==> src/rtl/owd_pkg.sv <==
package owd_pkg;

  typedef enum logic {
    SEL_ENABLE  = 1'b0,
    SEL_CONTROL = 1'b1
  } owd_sel_e;

  typedef enum logic [1:0] {
    MODE_OFF0 = 2'b00,
    MODE_FWD  = 2'b01,
    MODE_OFF2 = 2'b10,
    MODE_OFF3 = 2'b11
  } owd_mode_e;

  function automatic logic mode_is_on(input logic [1:0] code);
    return code == MODE_FWD;
  endfunction

endpackage

==> src/rtl/owd_regs.sv <==
module owd_regs
  import owd_pkg::*;
#(
  parameter int unsigned DATA_W     = 32,
  parameter int unsigned NUM_CHUNKS = 32
) (
  input  logic                  clk,
  input  logic                  rst_n,
  input  logic                  reg_we,
  input  logic                  reg_sel,
  input  logic [DATA_W-1:0]     reg_wdata,
  output logic [DATA_W-1:0]     reg_rdata,
  output logic [NUM_CHUNKS-1:0] en_q,
  output logic [DATA_W-1:0]     ctrl_q
);

  // Windows that may ever be switched on: all but the first and the last.
  function automatic logic [NUM_CHUNKS-1:0] writable_mask();
    logic [NUM_CHUNKS-1:0] m;
    m = '1;
    m[0] = 1'b0;
    m[NUM_CHUNKS-1] = 1'b0;
    return m;
  endfunction

  localparam logic [NUM_CHUNKS-1:0] EN_MASK = writable_mask();

  owd_sel_e sel;
  logic     wr_enable;
  logic     wr_control;

  assign sel        = owd_sel_e'(reg_sel);
  assign wr_enable  = reg_we && (sel == SEL_ENABLE);
  assign wr_control = reg_we && (sel == SEL_CONTROL);

  always_ff @(posedge clk) begin
    if (!rst_n) begin
      en_q   <= '0;
      ctrl_q <= '0;
    end else begin
      if (wr_enable)  en_q   <= reg_wdata[NUM_CHUNKS-1:0] & EN_MASK;
      if (wr_control) ctrl_q <= reg_wdata;
    end
  end

  always_comb begin
    reg_rdata = '0;
    if (sel == SEL_ENABLE) reg_rdata[NUM_CHUNKS-1:0] = en_q;
    else                   reg_rdata = ctrl_q;
  end

endmodule

==> src/rtl/owd_chunk_gate.sv <==
module owd_chunk_gate
  import owd_pkg::*;
#(
  parameter int unsigned NUM_CHUNKS = 32
) (
  input  logic [NUM_CHUNKS-1:0] en_q,
  input  logic [1:0]            mode,
  output logic                  glob_on,
  output logic [NUM_CHUNKS-1:0] chunk_live
);

  assign glob_on = mode_is_on(mode);

  for (genvar k = 0; k < NUM_CHUNKS; k++) begin : g_chunk
    if (k == 0 || k == NUM_CHUNKS - 1) begin : g_fixed_off
      assign chunk_live[k] = 1'b0;
    end else begin : g_gated
      assign chunk_live[k] = glob_on & en_q[k];
    end
  end

endmodule

==> src/rtl/owd_decode.sv <==
module owd_decode #(
  parameter int unsigned ADDR_W      = 32,
  parameter int unsigned IDX_W       = 5,
  parameter int unsigned CHUNK_SHIFT = 23,
  parameter int unsigned REGION_TAG  = 15,
  localparam int unsigned NUM_CHUNKS = 1 << IDX_W,
  localparam int unsigned TAG_LSB    = CHUNK_SHIFT + IDX_W,
  localparam int unsigned TAG_W      = ADDR_W - TAG_LSB
) (
  input  logic                  acc_valid,
  input  logic [ADDR_W-1:0]     acc_addr,
  input  logic [NUM_CHUNKS-1:0] chunk_live,
  output logic                  in_region,
  output logic [IDX_W-1:0]      chunk_idx,
  output logic                  fwd,
  output logic [ADDR_W-1:0]     pci_addr
);

  localparam logic [TAG_W-1:0] TAG = TAG_W'(REGION_TAG);

  function automatic logic tag_hit(input logic [ADDR_W-1:0] a);
    return a[ADDR_W-1:TAG_LSB] == TAG;
  endfunction

  function automatic logic [IDX_W-1:0] window_of(input logic [ADDR_W-1:0] a);
    return a[TAG_LSB-1:CHUNK_SHIFT];
  endfunction

  logic [IDX_W-1:0] raw_idx;

  assign in_region = tag_hit(acc_addr);
  assign raw_idx   = window_of(acc_addr);
  assign chunk_idx = in_region ? raw_idx : '0;
  assign fwd       = acc_valid & in_region & chunk_live[raw_idx];
  assign pci_addr  = fwd ? acc_addr : '0;

endmodule

==> src/rtl/owd_window_decoder.sv <==
module owd_window_decoder #(
  parameter int unsigned ADDR_W      = 32,
  parameter int unsigned DATA_W      = 32,
  parameter int unsigned IDX_W       = 5,
  parameter int unsigned CHUNK_SHIFT = 23,
  parameter int unsigned REGION_TAG  = 15,
  parameter int unsigned MODE_LSB    = 7
) (
  input  logic              clk,
  input  logic              rst_n,
  input  logic              reg_we,
  input  logic              reg_sel,
  input  logic [DATA_W-1:0] reg_wdata,
  output logic [DATA_W-1:0] reg_rdata,
  input  logic              acc_valid,
  input  logic [ADDR_W-1:0] acc_addr,
  output logic              fwd,
  output logic [ADDR_W-1:0] pci_addr,
  output logic [IDX_W-1:0]  chunk_idx,
  output logic              in_region
);

  localparam int unsigned NUM_CHUNKS = 1 << IDX_W;

  logic [NUM_CHUNKS-1:0] en_q;
  logic [DATA_W-1:0]     ctrl_q;
  logic [1:0]            mode;
  logic                  glob_on;
  logic [NUM_CHUNKS-1:0] chunk_live;

  assign mode = ctrl_q[MODE_LSB+1:MODE_LSB];

  owd_regs #(
    .DATA_W     (DATA_W),
    .NUM_CHUNKS (NUM_CHUNKS)
  ) u_regs (
    .clk       (clk),
    .rst_n     (rst_n),
    .reg_we    (reg_we),
    .reg_sel   (reg_sel),
    .reg_wdata (reg_wdata),
    .reg_rdata (reg_rdata),
    .en_q      (en_q),
    .ctrl_q    (ctrl_q)
  );

  owd_chunk_gate #(
    .NUM_CHUNKS (NUM_CHUNKS)
  ) u_gate (
    .en_q       (en_q),
    .mode       (mode),
    .glob_on    (glob_on),
    .chunk_live (chunk_live)
  );

  owd_decode #(
    .ADDR_W      (ADDR_W),
    .IDX_W       (IDX_W),
    .CHUNK_SHIFT (CHUNK_SHIFT),
    .REGION_TAG  (REGION_TAG)
  ) u_dec (
    .acc_valid  (acc_valid),
    .acc_addr   (acc_addr),
    .chunk_live (chunk_live),
    .in_region  (in_region),
    .chunk_idx  (chunk_idx),
    .fwd        (fwd),
    .pci_addr   (pci_addr)
  );

endmodule

==> config.mk <==
export PLATFORM = sky130hd
export DESIGN_NAME = owd_window_decoder
export DESIGN_NICKNAME = d
export VERILOG_FILES = /design/src/rtl/owd_pkg.sv /design/src/rtl/owd_regs.sv /design/src/rtl/owd_chunk_gate.sv /design/src/rtl/owd_decode.sv /design/src/rtl/owd_window_decoder.sv
export SDC_FILE = /design/constraint.sdc
export NUM_CORES = 1
export LEC_CHECK = 0
export BUFFER_PORTS_ARGS = -buffer_cell sky130_fd_sc_hd__buf_2
export CAP_MARGIN = 20
export CORE_ASPECT_RATIO = 0.9
export CORE_UTILIZATION = 25
export CTS_CLUSTER_DIAMETER = 30
export DETAILED_ROUTE_END_ITERATION = 8
export SLEW_MARGIN = 20
export SYNTH_ARGS = -nofsm -noshare
export SYNTH_HDL_FRONTEND = slang
export SYNTH_HIERARCHICAL = 1
export SYNTH_SLANG_ARGS = --single-unit
==> constraint.sdc <==
create_clock -name clk -period 4.2 [get_ports clk]
set_input_delay 0 -clock clk [delete_from_list [all_inputs] [get_ports clk]]
set_output_delay 0 -clock clk [all_outputs]
set_load 0.01 [all_outputs]
==> qor.yml, run 1 <==
status: "complete, no violations"
ir_worst_vdd_mv: 0.1664
cts.clk_slew.worst_paths_ps: 50
cap_violations: 0
power.density_nw_per_um2: 316.4
pre_cts_ws_ps: 1216
cts_resized: 0
final_nets: 613
syn_to_final_growth_pct: 33.72
startpoint_type: "flop"
htreeDepth: 3
post_drt_wl_per_cell_um: 13.93
arrival_ps: 3090
ys_warn_count: 6
cts_setup_buffers: 0
fin_util_pct: 34.49
io_pins: 140
rsz0062_at_grt: "no"
wl_um: 10410
rows: 42
cts_sinks: 62
period_minus_slack_ps: 3087
relSlewSlack_pct: 40.02
crit_type: "flop to output port"
min_path_cells: 3
place_congestion: 0.7165
clock_latency_ps: 330
routed_via_density: 4.511
die_height_um: 119.3
antenna_cells: 0
cp-end-kind: "output port"
drive_gt1_share_pct: 38.43
grt_max_degree: 56
start_util_pct: 25.79
dieArea_um2: 15790
cts_buffer_depth: 2
fillers: 1528
drc: 0
coreArea_um2: 14820
numCtsBuffers: 9
drt-pass1-iter-count: 4
setup_viol: 0
ant_nets: 0
hpwl_um: 7225
grt_pass1_vias: 3357
cts_tree: "built"
cp.required_ps: 4200
tns_ps: 0
grt_first_pass_wirelength_um: 16480
timing.final.crit_share_pct: 73.51
synth_cells: 398
syn-cell-area_um2: 3822
grt_antenna_before_repair: 0
cts-root-buf: "clkbuf_16"
r2r_cells: 2
globalRouteOverflowTotal: 0
drtIter0Drc: 58
worst_pin_slew_ps: 899.8
crit_fanout: 32
io_buffers: 139
hold_viol_final: 0
track_usage_pct: 13.42
max_freq_mhz: 323.9
leakage_nw: 2.515
avgSynthCellArea_um2: 9.604
setup_ws_ps: 1113
hp-class: "primary input to flop"
die_w_um: 132.3
fin_skew_ps: 0
slew_viol_final: 0
via_count: 3370
where the power goes:
group,internal (W),switching [W],total [W]
Sequential,0.000619,0.0000254,0.000645
Clock,0.000459,0.000276,0.000735
Combinational,0.000120,0.000118,0.000238
Total,0.00120,0.000419,0.00162
critical path: stages (launching register included):
cell	delay (ps)
dfxtp_1	830
and3b_1	260
mux2i_1	60
mux4_2	530
a221o_2	630
nor3b_1	260
buf_2	160
state kept, by name, summed over array words and instances, names as in the netlist:
signal / count
u_regs/ctrl_q: 32
u_regs/en_q: 30
area by class of cell:
cell class	instances	area, µm²	area share, %
multi-input combinational	293	2260	44.21
clock buffer	9	225.2	4.406
sequential	62	1241	24.28
inverter	3	11.26	0.2203
tap	198	247.7	4.847
clock inverter	7	75.07	1.469
timing repair buffer	175	1051	20.56
final timing paths:
check / startpoint / endpoint / slack [ps]
setup / recovery: u_regs/ctrl_q[7]$_SDFFE_PN0P_ / pci_addr[10] / 1110
hold / removal: rst_n / u_regs/ctrl_q[0]$_SDFFE_PN0P_ / 240
setup reg to reg: u_regs/ctrl_q[7]$_SDFFE_PN0P_ / u_regs/ctrl_q[7]$_SDFFE_PN0P_ / 3060
hold reg to reg: u_regs/ctrl_q[0]$_SDFFE_PN0P_ / u_regs/ctrl_q[0]$_SDFFE_PN0P_ / 450
through the flow:
stage	area [µm²]	instances	hold slack (ps)	total power, W
after floorplan	3826	399	105.7	0.0008045
after global placement	4469	697	238.0	0.0008660
after detailed placement	4469	697	255.2	0.0008744
after CTS	5110	747	234.1	0.001648
after global routing	5111	747	272.1	0.001697
final	5111	747	243.8	0.001617
routing by layer:
metal	share of wire, %	wire [µm]	GRT usage [%]	up-vias
met5	0	0	0	-
li1	-	-	-	1659
met1	45	4716	15.66	1577
met4	1.7	174	5.963	0
met2	48	4997	23.68	121
met3	5.0	520	2.639	13
layout by cell type, fill, tap and decap left out, drive strengths merged:
cell,count
a221oi,1
clkinvlp,3
nand4,3
dlygate4sd3,34
mux2,31
nand2b,1
nand3,6
buf,141
a221o,1
dfxtp,62
o21ai,2
conb,2
mux4,5
nor2,10
nor2b,1
a22o,1
a2bb2oi,1
a21oi,1
clkinv,3
mux2i,70
nand2,93
nor3,7
and2,7
inv,3
clkbuf,9
and3b,30
nor3b,20
bufinv,1
repair_timing:
item	CTS	global route
hold buffers	34	0
endpoints found under the setup margin	0	0
hold endpoints to repair	62	0
Power figures use the tool's default switching activity.
==> run 2: changes to the inputs <==
==> constraint.sdc (replaced) <==
create_clock -name clk -period 2.5 [get_ports clk]
set_input_delay 0 -clock clk [delete_from_list [all_inputs] [get_ports clk]]
set_output_delay 0 -clock clk [all_outputs]
set_load 0.01 [all_outputs]
==> run 2 against run 1 <==
Effect of this change: the run now ends with negative setup slack left; worst hold slack got worse by 45 ps; combinational power increased by 85%; critical path depth increased by 3; wire length increased by 5.1%; sequential power increased by 67%; via count increased by 1.4%; register-to-register slack got worse by 1400 ps; clock-buffer cell count unchanged; worst setup slack got worse by 1200 ps; first-iteration DRC count increased by 78%.
==> qor.yml, run 2 (same netlist as run 1, synthesis figures left out) <==
cp.required_ps: 2500  # -1700 ps
grt_first_pass_wirelength_um: 16990  # +3.1%
hold_end: "u_regs/ctrl_q[0]$_SDFFE_PN0P_"
drtIter0Drc: 103  # +78%
ant_nets: 0  # unchanged
status: "finished with violations"
max_freq_mhz: 382.2
globalRouteOverflowTotal: 0  # unchanged
grt_pass1_vias: 3308  # -1.5%
hp-class: "primary input to flop"
hold_ws_ps: 198.8  # -44.99 ps
r2r_setup_slack_ps: 1690  # -1370 ps
die_w_um: 132.3  # unchanged
rsz0062_at_grt: "yes"
drt-pass1-iter-count: 4  # unchanged
fillers: 1474  # -3.5%
post_drt_wl_per_cell_um: 14.39  # +3.3%
violations: "negative setup slack"
power.density_nw_per_um2: 535.7  # +69%
wl_um: 10940  # +5.1%
largest_registers: "u_regs/ctrl_q: 32 flops, u_regs/en_q: 30 flops"
leakage_nw: 2.653  # +5.5%
cts-root-buf: "clkbuf_16"
mostFrequentLayoutCells: "buf_2, nand2_1, mux2i_1"
io_pins: 140  # unchanged
arrival_ps: 2620  # -470 ps
setup_ws_ps: -116.4  # -1229 ps
antenna_cells: 0  # unchanged
final_nets: 626  # +2.1%
htreeDepth: 3  # unchanged
timing.rr.start: "u_regs/ctrl_q[8]$_SDFFE_PN0P_"
fin_skew_ps: 0  # unchanged
path_cells: "buf_8 -> and3b_1 -> mux2i_1 -> mux4_2 -> a221o_1 -> buf_4 -> buf_12 -> nor3b_2 -> buf_2"
routed_via_density: 4.496  # -0.34%
via_count: 3417  # +1.4%
startpoint_type: "flop"
start_util_pct: 25.79  # unchanged
drive_gt1_share_pct: 40.75  # +2.3 points
hold_viol_final: 0  # unchanged
cp-end-kind: "output port"
cts_buffer_depth: 2  # unchanged
period_minus_slack_ps: 2616
ir_worst_vdd_mv: 0.2816  # +69%
relSlewSlack_pct: 60.08  # +20 points
r2r_cells: 3  # +1
slowest_delay_ps: 500  # -330 ps
cts.clk_slew.worst_paths_ps: 60  # about the same
crit_type: "flop to output port"
numCtsBuffers: 9  # unchanged
cts_tree: "built"
clock_latency_ps: 340  # about the same
timing.final.crit_share_pct: 104.7
crit_slowest_cell: "mux4_2"
coreArea_um2: 14820  # unchanged
grt_max_degree: 95  # +70%
track_usage_pct: 13.91  # +0.49 points
power_w: 0.002878  # +78%
drc: 0  # unchanged
hpwl_um: 7391  # +2.3%
place_congestion: 0.7382  # +3.0%
worst_pin_slew_ps: 598.9  # -300.9 ps
grt_antenna_before_repair: 0  # unchanged
rows: 42  # unchanged
dieArea_um2: 15790  # unchanged
die_height_um: 119.3  # unchanged
dpl.cell_count: 702  # +0.72%
largest_reg_flops: 32  # unchanged
final-instance-count-excl-fill: 760  # +1.7%
cap_violations: 0  # unchanged
largest-register: "u_regs/ctrl_q"
rr_endpoint: "u_regs/ctrl_q[8]$_SDFFE_PN0P_"
syn_to_final_growth_pct: 40.56
io_buffers: 139  # unchanged
crit_fanout: 15  # -53%
hold_start: "rst_n"
setup_viol: 33  # +33
min_path_cells: 4  # +1
slew_viol_final: 0  # unchanged
cts_sinks: 62  # unchanged
fin_util_pct: 36.25  # +1.8 points
layout_commonest_cell: "buf_2"
run 2: layout make-up:
type                            count  area (µm²)  area share [%]
Multi-Input combinational cell    293        2278           42.41
Timing Repair Buffer              188        1266           23.57
Sequential cell                    62        1246           23.20
Tap cell                          198       247.7           4.611
Clock buffer                        9       225.2           4.192
Clock inverter                      7       97.59           1.816
Inverter                            3       11.26          0.2096
run 2: worst max-delay path by stage:
| stage | cells after the start | end | slack, ps | startpoint |
|---|---|---|---|---|
| floorplan | 7 | pci_addr[22] | 480 | u_regs/ctrl_q[8]$_SDFFE_PN0P_ |
| global placement | 8 | pci_addr[4] | 210 | u_regs/ctrl_q[8]$_SDFFE_PN0P_ |
| detailed placement | 8 | pci_addr[11] | 130 | u_regs/ctrl_q[8]$_SDFFE_PN0P_ |
| CTS | 9 | pci_addr[10] | -140 | u_regs/ctrl_q[8]$_SDFFE_PN0P_ |
| global route | 9 | pci_addr[17] | -210 | u_regs/ctrl_q[8]$_SDFFE_PN0P_ |
| finish | 9 | pci_addr[11] | -120 | u_regs/ctrl_q[8]$_SDFFE_PN0P_ |
run 2: power breakdown:
group | leakage, nW | internal [W] | switching [W]
clock | 0.152 | 0.000875 | 0.000486
sequential | 0.509 | 0.00104 | 0.0000375
combinational | 1.99 | 0.000226 | 0.000214
run 2: repair_timing:
item                       4_1_cts  5_1_grt
cloned                           4        0
hold buffers                    34        0
buffers inserted                 3        1
pin swaps                        0        0
hold endpoints to repair        62        0
setup endpoints to repair       33       33
gates resized for setup          8        6
run 2: per-layer routing:
metal  global-route usage, %  vias up  part of all wire, %
met5                       0        -                    0
met4                   4.885        0                  1.9
met3                   3.406       21                  5.8
met2                   24.24      133                   48
met1                   16.54     1569                   44
li1                        -     1694                    -
run 2: worst max-delay path: cells and delay by family, from the launching register on:
kind	cells	cell delay (ps)
and+or+nand+nor	2	400
muxes	2	580
DFF	1	350
AOI/OAI and AO/OA	1	370
buffers and inverters	4	570
run 2: stage by stage:
stage          setup slack (ps)  TNS, ps  instance area, µm²
2_1_floorplan             482.8        0                3826
3_3_place_gp              214.9        0                4544
3_5_place_dp              133.5        0                4544
4_1_cts                  -135.2    -3203                5346
5_1_grt                  -208.4    -5911                5373
6_report                 -116.4    -2369                5373
